### src/rtl/clamp_pkg.sv
package clamp_pkg;
  localparam int unsigned NCH = 3;

  typedef enum logic [2:0] {
    FMT_NONE  = 3'd0,
    FMT_LIM8  = 3'd1,
    FMT_LIM10 = 3'd2,
    FMT_LIM12 = 3'd3,
    FMT_PROG  = 3'd7
  } fmt_e;

  // Limited-range lower bound on a CW-bit MSB-aligned word.
  function automatic int unsigned preset_lo(input int unsigned cw);
    return 16 << (cw - 8);
  endfunction

  // Limited-range upper bound for content of depth d; the bits below d are filled.
  function automatic int unsigned preset_hi(input int unsigned cw, input int unsigned d);
    return (235 << (cw - 8)) | ((1 << (cw - d)) - 1);
  endfunction
endpackage

### src/rtl/clamp_bound_sel.sv
module clamp_bound_sel
  import clamp_pkg::*;
#(
  parameter int unsigned CW = 12
) (
  input  logic              enable,
  input  logic [2:0]        fmt_code,
  input  logic [NCH*CW-1:0] prog_lo,
  input  logic [NCH*CW-1:0] prog_hi,
  output logic              active,
  output logic [NCH*CW-1:0] lo,
  output logic [NCH*CW-1:0] hi
);
  localparam logic [CW-1:0] LO_P   = CW'(preset_lo(CW));
  localparam logic [CW-1:0] HI_P8  = CW'(preset_hi(CW, 8));
  localparam logic [CW-1:0] HI_P10 = CW'(preset_hi(CW, 10));
  localparam logic [CW-1:0] HI_P12 = CW'(preset_hi(CW, 12));

  fmt_e fmt;
  assign fmt = fmt_e'(fmt_code);

  always_comb begin
    active = 1'b0;
    lo     = '0;
    hi     = '1;
    if (enable) begin
      case (fmt)
        FMT_LIM8:  begin active = 1'b1; lo = {NCH{LO_P}}; hi = {NCH{HI_P8}};  end
        FMT_LIM10: begin active = 1'b1; lo = {NCH{LO_P}}; hi = {NCH{HI_P10}}; end
        FMT_LIM12: begin active = 1'b1; lo = {NCH{LO_P}}; hi = {NCH{HI_P12}}; end
        FMT_PROG:  begin active = 1'b1; lo = prog_lo;     hi = prog_hi;       end
        default:   active = 1'b0;
      endcase
    end
  end
endmodule

### src/rtl/clamp_lane.sv
module clamp_lane #(
  parameter int unsigned CW = 12
) (
  input  logic          active,
  input  logic [CW-1:0] x,
  input  logic [CW-1:0] lo,
  input  logic [CW-1:0] hi,
  output logic [CW-1:0] y
);
  logic [CW-1:0] top_cut;

  always_comb begin
    top_cut = (x > hi) ? hi : x;
    if (!active)          y = x;
    else if (top_cut < lo) y = lo;
    else                   y = top_cut;
  end

  always_comb begin
    if (active && (lo <= hi))
      assert_in_range_R6 : assert ((y >= lo) && (y <= hi));
    if (active && (lo > hi))
      assert_inverted_R7 : assert (y == lo);
  end
endmodule

### src/rtl/pixel_range_clamp.sv
module pixel_range_clamp
  import clamp_pkg::*;
#(
  parameter int unsigned CW = 12
) (
  input  logic              clk,
  input  logic              rst_n,
  input  logic              in_valid,
  output logic              in_ready,
  input  logic [NCH*CW-1:0] in_pix,
  input  logic              clamp_en,
  input  logic [2:0]        fmt_code,
  input  logic [CW-1:0]     lo_r,
  input  logic [CW-1:0]     hi_r,
  input  logic [CW-1:0]     lo_g,
  input  logic [CW-1:0]     hi_g,
  input  logic [CW-1:0]     lo_b,
  input  logic [CW-1:0]     hi_b,
  output logic              out_valid,
  input  logic              out_ready,
  output logic [NCH*CW-1:0] out_pix
);
  localparam int unsigned PW = NCH * CW;

  logic          active;
  logic [PW-1:0] lo_all, hi_all, clamped;
  logic          take;

  clamp_bound_sel #(.CW(CW)) u_bounds (
    .enable  (clamp_en),
    .fmt_code(fmt_code),
    .prog_lo ({lo_r, lo_g, lo_b}),
    .prog_hi ({hi_r, hi_g, hi_b}),
    .active  (active),
    .lo      (lo_all),
    .hi      (hi_all)
  );

  for (genvar c = 0; c < NCH; c++) begin : g_lane
    clamp_lane #(.CW(CW)) u_lane (
      .active(active),
      .x     (in_pix[c*CW +: CW]),
      .lo    (lo_all[c*CW +: CW]),
      .hi    (hi_all[c*CW +: CW]),
      .y     (clamped[c*CW +: CW])
    );
  end

  assign in_ready = !out_valid || out_ready;
  assign take     = in_valid && in_ready;

  always_ff @(posedge clk or negedge rst_n) begin
    if (!rst_n) begin
      out_valid <= 1'b0;
      out_pix   <= '0;
    end else begin
      if (take) begin
        out_valid <= 1'b1;
        out_pix   <= clamped;
      end else if (out_ready) begin
        out_valid <= 1'b0;
      end
    end
  end

  assert_hold_R9 : assert property (@(posedge clk) disable iff (!rst_n)
    (out_valid && !out_ready) |=> (out_valid && $stable(out_pix)));
  assert_ready_R9 : assert property (@(posedge clk) disable iff (!rst_n)
    !out_valid |-> in_ready);
  assert_accept_R8 : assert property (@(posedge clk) disable iff (!rst_n)
    (in_valid && in_ready) |=> out_valid);
  assert_drain_R8 : assert property (@(posedge clk) disable iff (!rst_n)
    (out_valid && out_ready && !in_valid) |=> !out_valid);
endmodule

### config.mk
export PLATFORM = sky130hd
export DESIGN_NAME = pixel_range_clamp
export DESIGN_NICKNAME = d
export VERILOG_FILES = /design/src/rtl/clamp_pkg.sv /design/src/rtl/clamp_bound_sel.sv /design/src/rtl/clamp_lane.sv /design/src/rtl/pixel_range_clamp.sv
export SDC_FILE = /design/constraint.sdc
export NUM_CORES = 1
export LEC_CHECK = 0
export BUFFER_PORTS_ARGS = -buffer_cell sky130_fd_sc_hd__buf_2
export CAP_MARGIN = 20
export CORE_ASPECT_RATIO = 0.6
export CORE_MARGIN = 4
export CORE_UTILIZATION = 47
export DETAILED_ROUTE_END_ITERATION = 7
export PLACE_DENSITY = 0.8
export SLEW_MARGIN = 10
export SYNTH_ARGS = -nofsm -noshare
export SYNTH_HDL_FRONTEND = slang
export SYNTH_SLANG_ARGS = --single-unit
### constraint.sdc
create_clock -name clk -period 2 [get_ports clk]
set_input_delay 0.1 -clock clk [delete_from_list [all_inputs] [get_ports clk]]
set_output_delay 0.1 -clock clk [all_outputs]
set_load 0.01 [all_outputs]
---- Word level (Yosys, flattened, before mapping) ----
Cells that the tools add are included.
operators by class
  order comparisons ....................... 6
  equality and inequality tests ........... 4
  multiplexer cells ....................... 17
  reductions and logical operators ........ 6
operator list
  kind                                            count
  one-hot mux 36 bit (4 select lines)             1
  two-way mux 12 bit                              9
  two-way mux 36 bit                              2
  one-hot mux 36 bit (2 select lines)             1
  > comparator 12 bit                             3
  less-than comparator 12 bit                     3
  == test 3 x 2 -> 1 bit (second input constant)  2
  two-way mux 1 bit                               4
  OR reduction 4 bit                              1
  == test 3 x 1 -> 1 bit (second input constant)  1
  == test 3 bit (second input constant)           1
  OR reduction 3 bit                              1
  nonzero test 2 bit                              1
  logical AND 1 bit                               1
  zero test 1 bit                                 1
  logical OR 1 bit                                1
storage, ports and cells
  bits in registers ....................... 37
  bits of input ports ..................... 116
  output and inout port bits .............. 38
  word-level logic and storage cells ...... 35

---- Longest topological paths before layout ----
  depth after elaboration ................. 8
  depth in mapped cells ................... 21
  depth with buffers taken out ............ 18

---- Cells and area by module ----
Synthesis repeated with hierarchy kept, for this count alone.
second synthesis, totals
  cells, all modules ...................... 679
  area, all modules ....................... 5,963.2 um^2
by module, submodules not included
  module                             times used  cells an instance  area each (um^2)
  clamp_lane (g_lane[0].u_lane ...)  2           175                1,316.3
  pixel_range_clamp                  1           79                 1,508.9
  clamp_lane (g_lane[2].u_lane)      1           145                1,151.1
  clamp_bound_sel                    1           105                670.6

---- Least setup slack after synthesis ----
No wires, ideal clock.
  path kind ............................... input port to flip-flop
  start point ............................. in fmt_code[2]
  end point ............................... reg out_pix[25]
  library setup time ...................... 0.078 ns
  arrival time ............................ 3.936 ns
  data required time ...................... 1.922 ns
  slack ................................... -2.013 ns
  stages .................................. 20
  path buffers ............................ 4
  path through ............................ clkbuf_1 nand4_1 clkbuf_1 nor2_1 ha_1 nand2_1 o21a_1 a21o_1 a21oi_2 buf_2 mux2i_1 ha_1 a211o_1 a31oi_1 o21ai_0 a211oi_2 o211ai_2 buf_2 o21a_1 a21oi_1
on the way
  word-level cells in the longest chain between the ends .. 8
ends and longest elaborated chain
  element                                line                     RTL
  start: declaration                     pixel_range_clamp.sv:12  input logic [2:0] fmt_code,
  == test 3 bit (tied with other cells)  clamp_bound_sel.sv:27    case (fmt)
  one-hot mux 36 bit (4 select lines)    clamp_bound_sel.sv:27
  two-way mux 36 bit                     clamp_bound_sel.sv:26    if (enable) begin
  > comparator 12 bit                    clamp_lane.sv:13         top_cut = (x > hi) ? hi : x;
  two-way mux 12 bit                     clamp_lane.sv:13
  less-than comparator 12 bit            clamp_lane.sv:15         else if (top_cut < lo) y = lo;
  two-way mux 12 bit                     clamp_lane.sv:15
  two-way mux 12 bit *                   clamp_lane.sv:14         if (!active) y = x;
  end signal: assignment                 pixel_range_clamp.sv:59  out_pix <= clamped;
  end: declaration                       pixel_range_clamp.sv:21  output logic [NCH*CW-1:0] out_pix
Every way passes the cells marked *; elsewhere a longest branch is shown, timed or not.
A chain may end at the register's enable or synchronous reset.

---- Worst setup path in the final report ----
  start point ............................. in fmt_code[1]
  end point ............................... reg out_pix[30]
The elaborated chain is that of the path after synthesis.

==> flow_metrics.py <==
metrics = {
    "layout": {
        "area_growth_syn_to_fin_pct": 74.2,
        "fill_cells": 464,
        "layout.core_utilization": 0.848,
        "layout_nets": 1073,
        "finalNonFillerCells": 1019,
        "fraction_of_layout_cells_with_a_size_suffix_above_1": 0.551,
        "stdcell_area_um2": 7880,
    },
    "detailed_routing": {
        "initialDrtViolationCount": 1076,
        "routedWlPerCell_um": 25.5,
        "firstDrtPassIters": 7,
        "routed_wl_mm": 26.0,
        "ant_nets": 0,
        "via_count": 6940,
        "detail_route.drc_violations": 0,
        "routed_via_density": 6.81,
    },
    "worst_hold_path": {
        "worst_hold_path_type": "input pin to flop",
        "min_path_cells": 2,
    },
    "timing": {
        "tightestPinTransition_ns": 0.542,
        "final.setup.worst_slack_ns": -2.10,
        "fmax_mhz": 244,
        "whs_ns": 0.0249,
        "final_hold_viol_count": 0,
        "timing_max_transition_violations_final": 0,
        "totalNegativeSetupSlack_ns": -68.80,
        "min_period_over_period": 2.05,
        "final_period_minus_worst_setup_slack_ns": 4.10,
        "finalClockSkew_ns": 0.00568,
        "grt_setup_unrepaired": "yes",
        "max_slew_margin": 0.639,
        "final-setup-viol-count": 36,
    },
    "clock_tree": {
        "clk_latency_ns": 0.30,
        "cts_root_buffer_type": "sky130_fd_sc_hd__clkbuf_16",
        "cts.sinks": 37,
        "cts_max_path_buffers": 2,
        "clk_pin_slew_worst_paths_ns": 0.06,
        "tritoncts_clock_tree": "yes",
        "cts.htree.levels": 2,
        "numCtsBuffers": 5,
    },
    "synth": {
        "syn_avg_cell_area_um2": 7.92,
        "seq_area_frac_synth": 0.205,
        "post_synthesis_cell_count": 571,
        "post_synthesis_instance_area_um2": 4520,
        "postSynthNetCount": 756,
        "synth_warnings": 0,
        "synth_enable_flop_cells": 0,
        "synth.ff_latch_count": 37,
        "synth.largest_area_cell": "sky130_fd_sc_hd__dfrtp_1",
        "synth-async-reset-ratio": 1.00,
        "synth.lib_cells_used.distinct": 44,
        "post-synth-top-count-cell": "sky130_fd_sc_hd__nand2_1",
        "ys_dominant_reg_cell": "sky130_fd_sc_hd__dfrtp_1",
        "yosys-top-cells-count": "78 x sky130_fd_sc_hd__nand2_1, 69 x sky130_fd_sc_hd__ha_1, 60 x sky130_fd_sc_hd__a21oi_1",
        "synth_largest_type_area_fraction": 0.205,
        "synth_area_leaders": "sky130_fd_sc_hd__dfrtp_1 20%, sky130_fd_sc_hd__ha_1 19%, sky130_fd_sc_hd__mux2i_1 8.2%, sky130_fd_sc_hd__a21oi_1 6.6%, sky130_fd_sc_hd__nand2_1 6.5%",
    },
    "global_route": {
        "grt_pass1_vias": 6229,
        "grt_max_degree": 37,
        "grt_pass1_wl_mm": 31.0,
        "antenna_found_initial": 2,
        "grt_overflow": 0,
        "total_track_usage": 0.343,
    },
    "power": {
        "power-per-cell-area_nw_per_um2": 453,
        "portion_of_total_power_attributed_to_the_clock_network": 0.228,
        "cell_internal_pwr_mw": 2.14,
        "ir_worst_vdd_mv": 0.301,
        "p_leak_nw": 3.67,
        "totalPowerFinal_mw": 3.57,
        "seqPwrFrac": 0.270,
        "switching_share_of_power": 0.401,
        "total_switching_power_mw": 1.43,
        "power_frac_comb": 0.502,
    },
    "critical_path": {
        "startpoint_type": "input pin",
        "timing.critical_path.slowest_stage_cell": "sky130_fd_sc_hd__a211oi_2",
        "crit_type": "input pin to flop",
        "timing.reg2reg.worst_path_depth": 6,
        "worst_setup_path_end_kind": "flop",
        "path_max_fanout": 7,
        "top_cell_family_by_delay_on_the_critical_path": "compound AO/OA/AOI/OAI gates",
        "cpPeakStageDelay_ns": 0.34,
        "timing.critical_path.buf_inv": 5,
        "cell_by_cell_trace_of_the_critical_path": "buf_8 -> inv_1 -> buf_4 -> o21ai_1 -> nand2_1 -> a21boi_2 -> ha_1 -> nand4_1 -> nor3_2 -> a21o_1 -> a21oi_4 -> buf_6 -> mux2i_2 -> ha_1 -> a21o_1 -> a31oi_4 -> o21ai_2 -> a211oi_2 -> o211ai_4 -> clkbuf_16 -> o21a_1 -> a21oi_2",
        "worst-path-stages": 22,
        "cp_data_required_time_ns": 2.22,
        "critical_path_arrival_ns": 4.32,
    },
    "place": {
        "gpl.final_weighted_congestion": 0.979,
        "io_buffers": 153,
        "placed_area_um2": 6640,
        "post-place-cells": 975,
        "place_worst_setup_slack_ns": -2.27,
        "dp_hpwl_mm": 13.8,
    },
    "floorplan": {
        "total_die_area_um2": 11300,
        "core_um2": 9290,
        "std_cell_rows": 27,
        "die_y_um": 84.0,
        "top_level_ports": 154,
        "initial_utilization": 0.487,
        "die-width_um": 135,
    },
    "run_status": {
        "violations": "negative setup slack",
        "status": "complete, but fails checks",
    },
    "flow_run": {
        "max-cap-violations": 0,
    },
}
-- power by group through the flow --
stage | logic [mW] | clock network, mW | registers (mW)
global route | 1.86 | 0.867 | 0.970
detailed placement | 1.32 | 0 | 0.960
floorplan | 0.619 | 0 | 1.01
global placement | 1.27 | 0 | 0.954
finish | 1.79 | 0.814 | 0.963
CTS | 1.45 | 0.788 | 0.947
-- layout make-up --
type	count	area, um2	share of cell area
diodes	2	5.00	0.000635
clock buffers	5	125	0.0159
clock inverters	1	5.00	0.000635
inverters	40	150	0.0191
multi-input cells	464	4150	0.526
flip-flops and latches	37	926	0.118
well taps	130	163	0.0206
repair buffers	340	2360	0.299
-- final timing paths --
kind | start | to | slack [ns]
max in group asynchronous | rst_n | out_pix[18] | 0.97
setup / recovery | fmt_code[1] | out_pix[30] | -2.10
setup reg to reg | out_valid | out_pix[35] | 0.26
hold / removal | in_valid | out_valid | 0.02
hold reg to reg | out_valid | out_valid | 0.53
min in group asynchronous | rst_n | out_pix[3] | 0.31
-- timing repair --
item / 4_1_cts / 5_1_grt
setup endpoints to repair: 36 / 36
setup buffers: 22 / 14
endpoints found under the hold margin: 17 / 0
resized for setup: 79 / 105
cloned: 2 / 1
pin swaps: 45 / 77
hold buffers: 1 / 0
-- worst register-to-register path: cells and delay by family, from the launching register on --
family	cells	cell delay, ns
flops	1	0.37
simple gates	3	0.55
compound gates	2	0.33
buf+inv	1	0.36
-- logic make-up after synthesis --
family	count (synthesis)	share of synthesized area
simple gates	152	0.156
fa+ha+maj	69	0.191
mux	40	0.0902
flops	37	0.205
buf+inv	71	0.0669
compound gates	202	0.292
-- flip-flops by register name (all words and copies together), names as in the netlist --
signal and cells:
out_pix 36, out_valid 1
-- cell usage in the layout, fill, tap and decap left out, types with 4 or more instances in the layout --
master	instances
sky130_fd_sc_hd__buf_4	165
sky130_fd_sc_hd__buf_2	149
sky130_fd_sc_hd__nand2_1	69
sky130_fd_sc_hd__ha_1	52
sky130_fd_sc_hd__a21oi_2	43
sky130_fd_sc_hd__inv_1	40
sky130_fd_sc_hd__dfrtp_1	37
sky130_fd_sc_hd__o21a_1	36
sky130_fd_sc_hd__o22ai_1	36
sky130_fd_sc_hd__a21oi_1	16
sky130_fd_sc_hd__nand4_1	16
sky130_fd_sc_hd__a21o_1	16
sky130_fd_sc_hd__mux2i_2	16
sky130_fd_sc_hd__ha_4	16
sky130_fd_sc_hd__buf_6	15
sky130_fd_sc_hd__mux2i_1	12
sky130_fd_sc_hd__o21ai_1	11
sky130_fd_sc_hd__o21ai_0	10
sky130_fd_sc_hd__mux2i_4	9
sky130_fd_sc_hd__nand2b_1	8
sky130_fd_sc_hd__nor2_1	8
sky130_fd_sc_hd__nor2_2	7
sky130_fd_sc_hd__nor2_4	7
sky130_fd_sc_hd__clkbuf_16	7
sky130_fd_sc_hd__nand2_2	5
sky130_fd_sc_hd__nor2b_1	5
sky130_fd_sc_hd__nand2_4	5
sky130_fd_sc_hd__buf_12	5
sky130_fd_sc_hd__nor3_2	4
sky130_fd_sc_hd__a211oi_2	4
sky130_fd_sc_hd__a211o_1	4
-- metal layers --
metal	share of wire	GRT usage	wire length, um	up-vias
li1	-	-	-	2741
met1	0.34	0.418	8830	3078
met2	0.42	0.560	10900	805
met3	0.14	0.0958	3600	316
met4	0.10	0.159	2660	0
met5	0	0	0	-
Note: power is estimated with default switching activity, not from simulation.
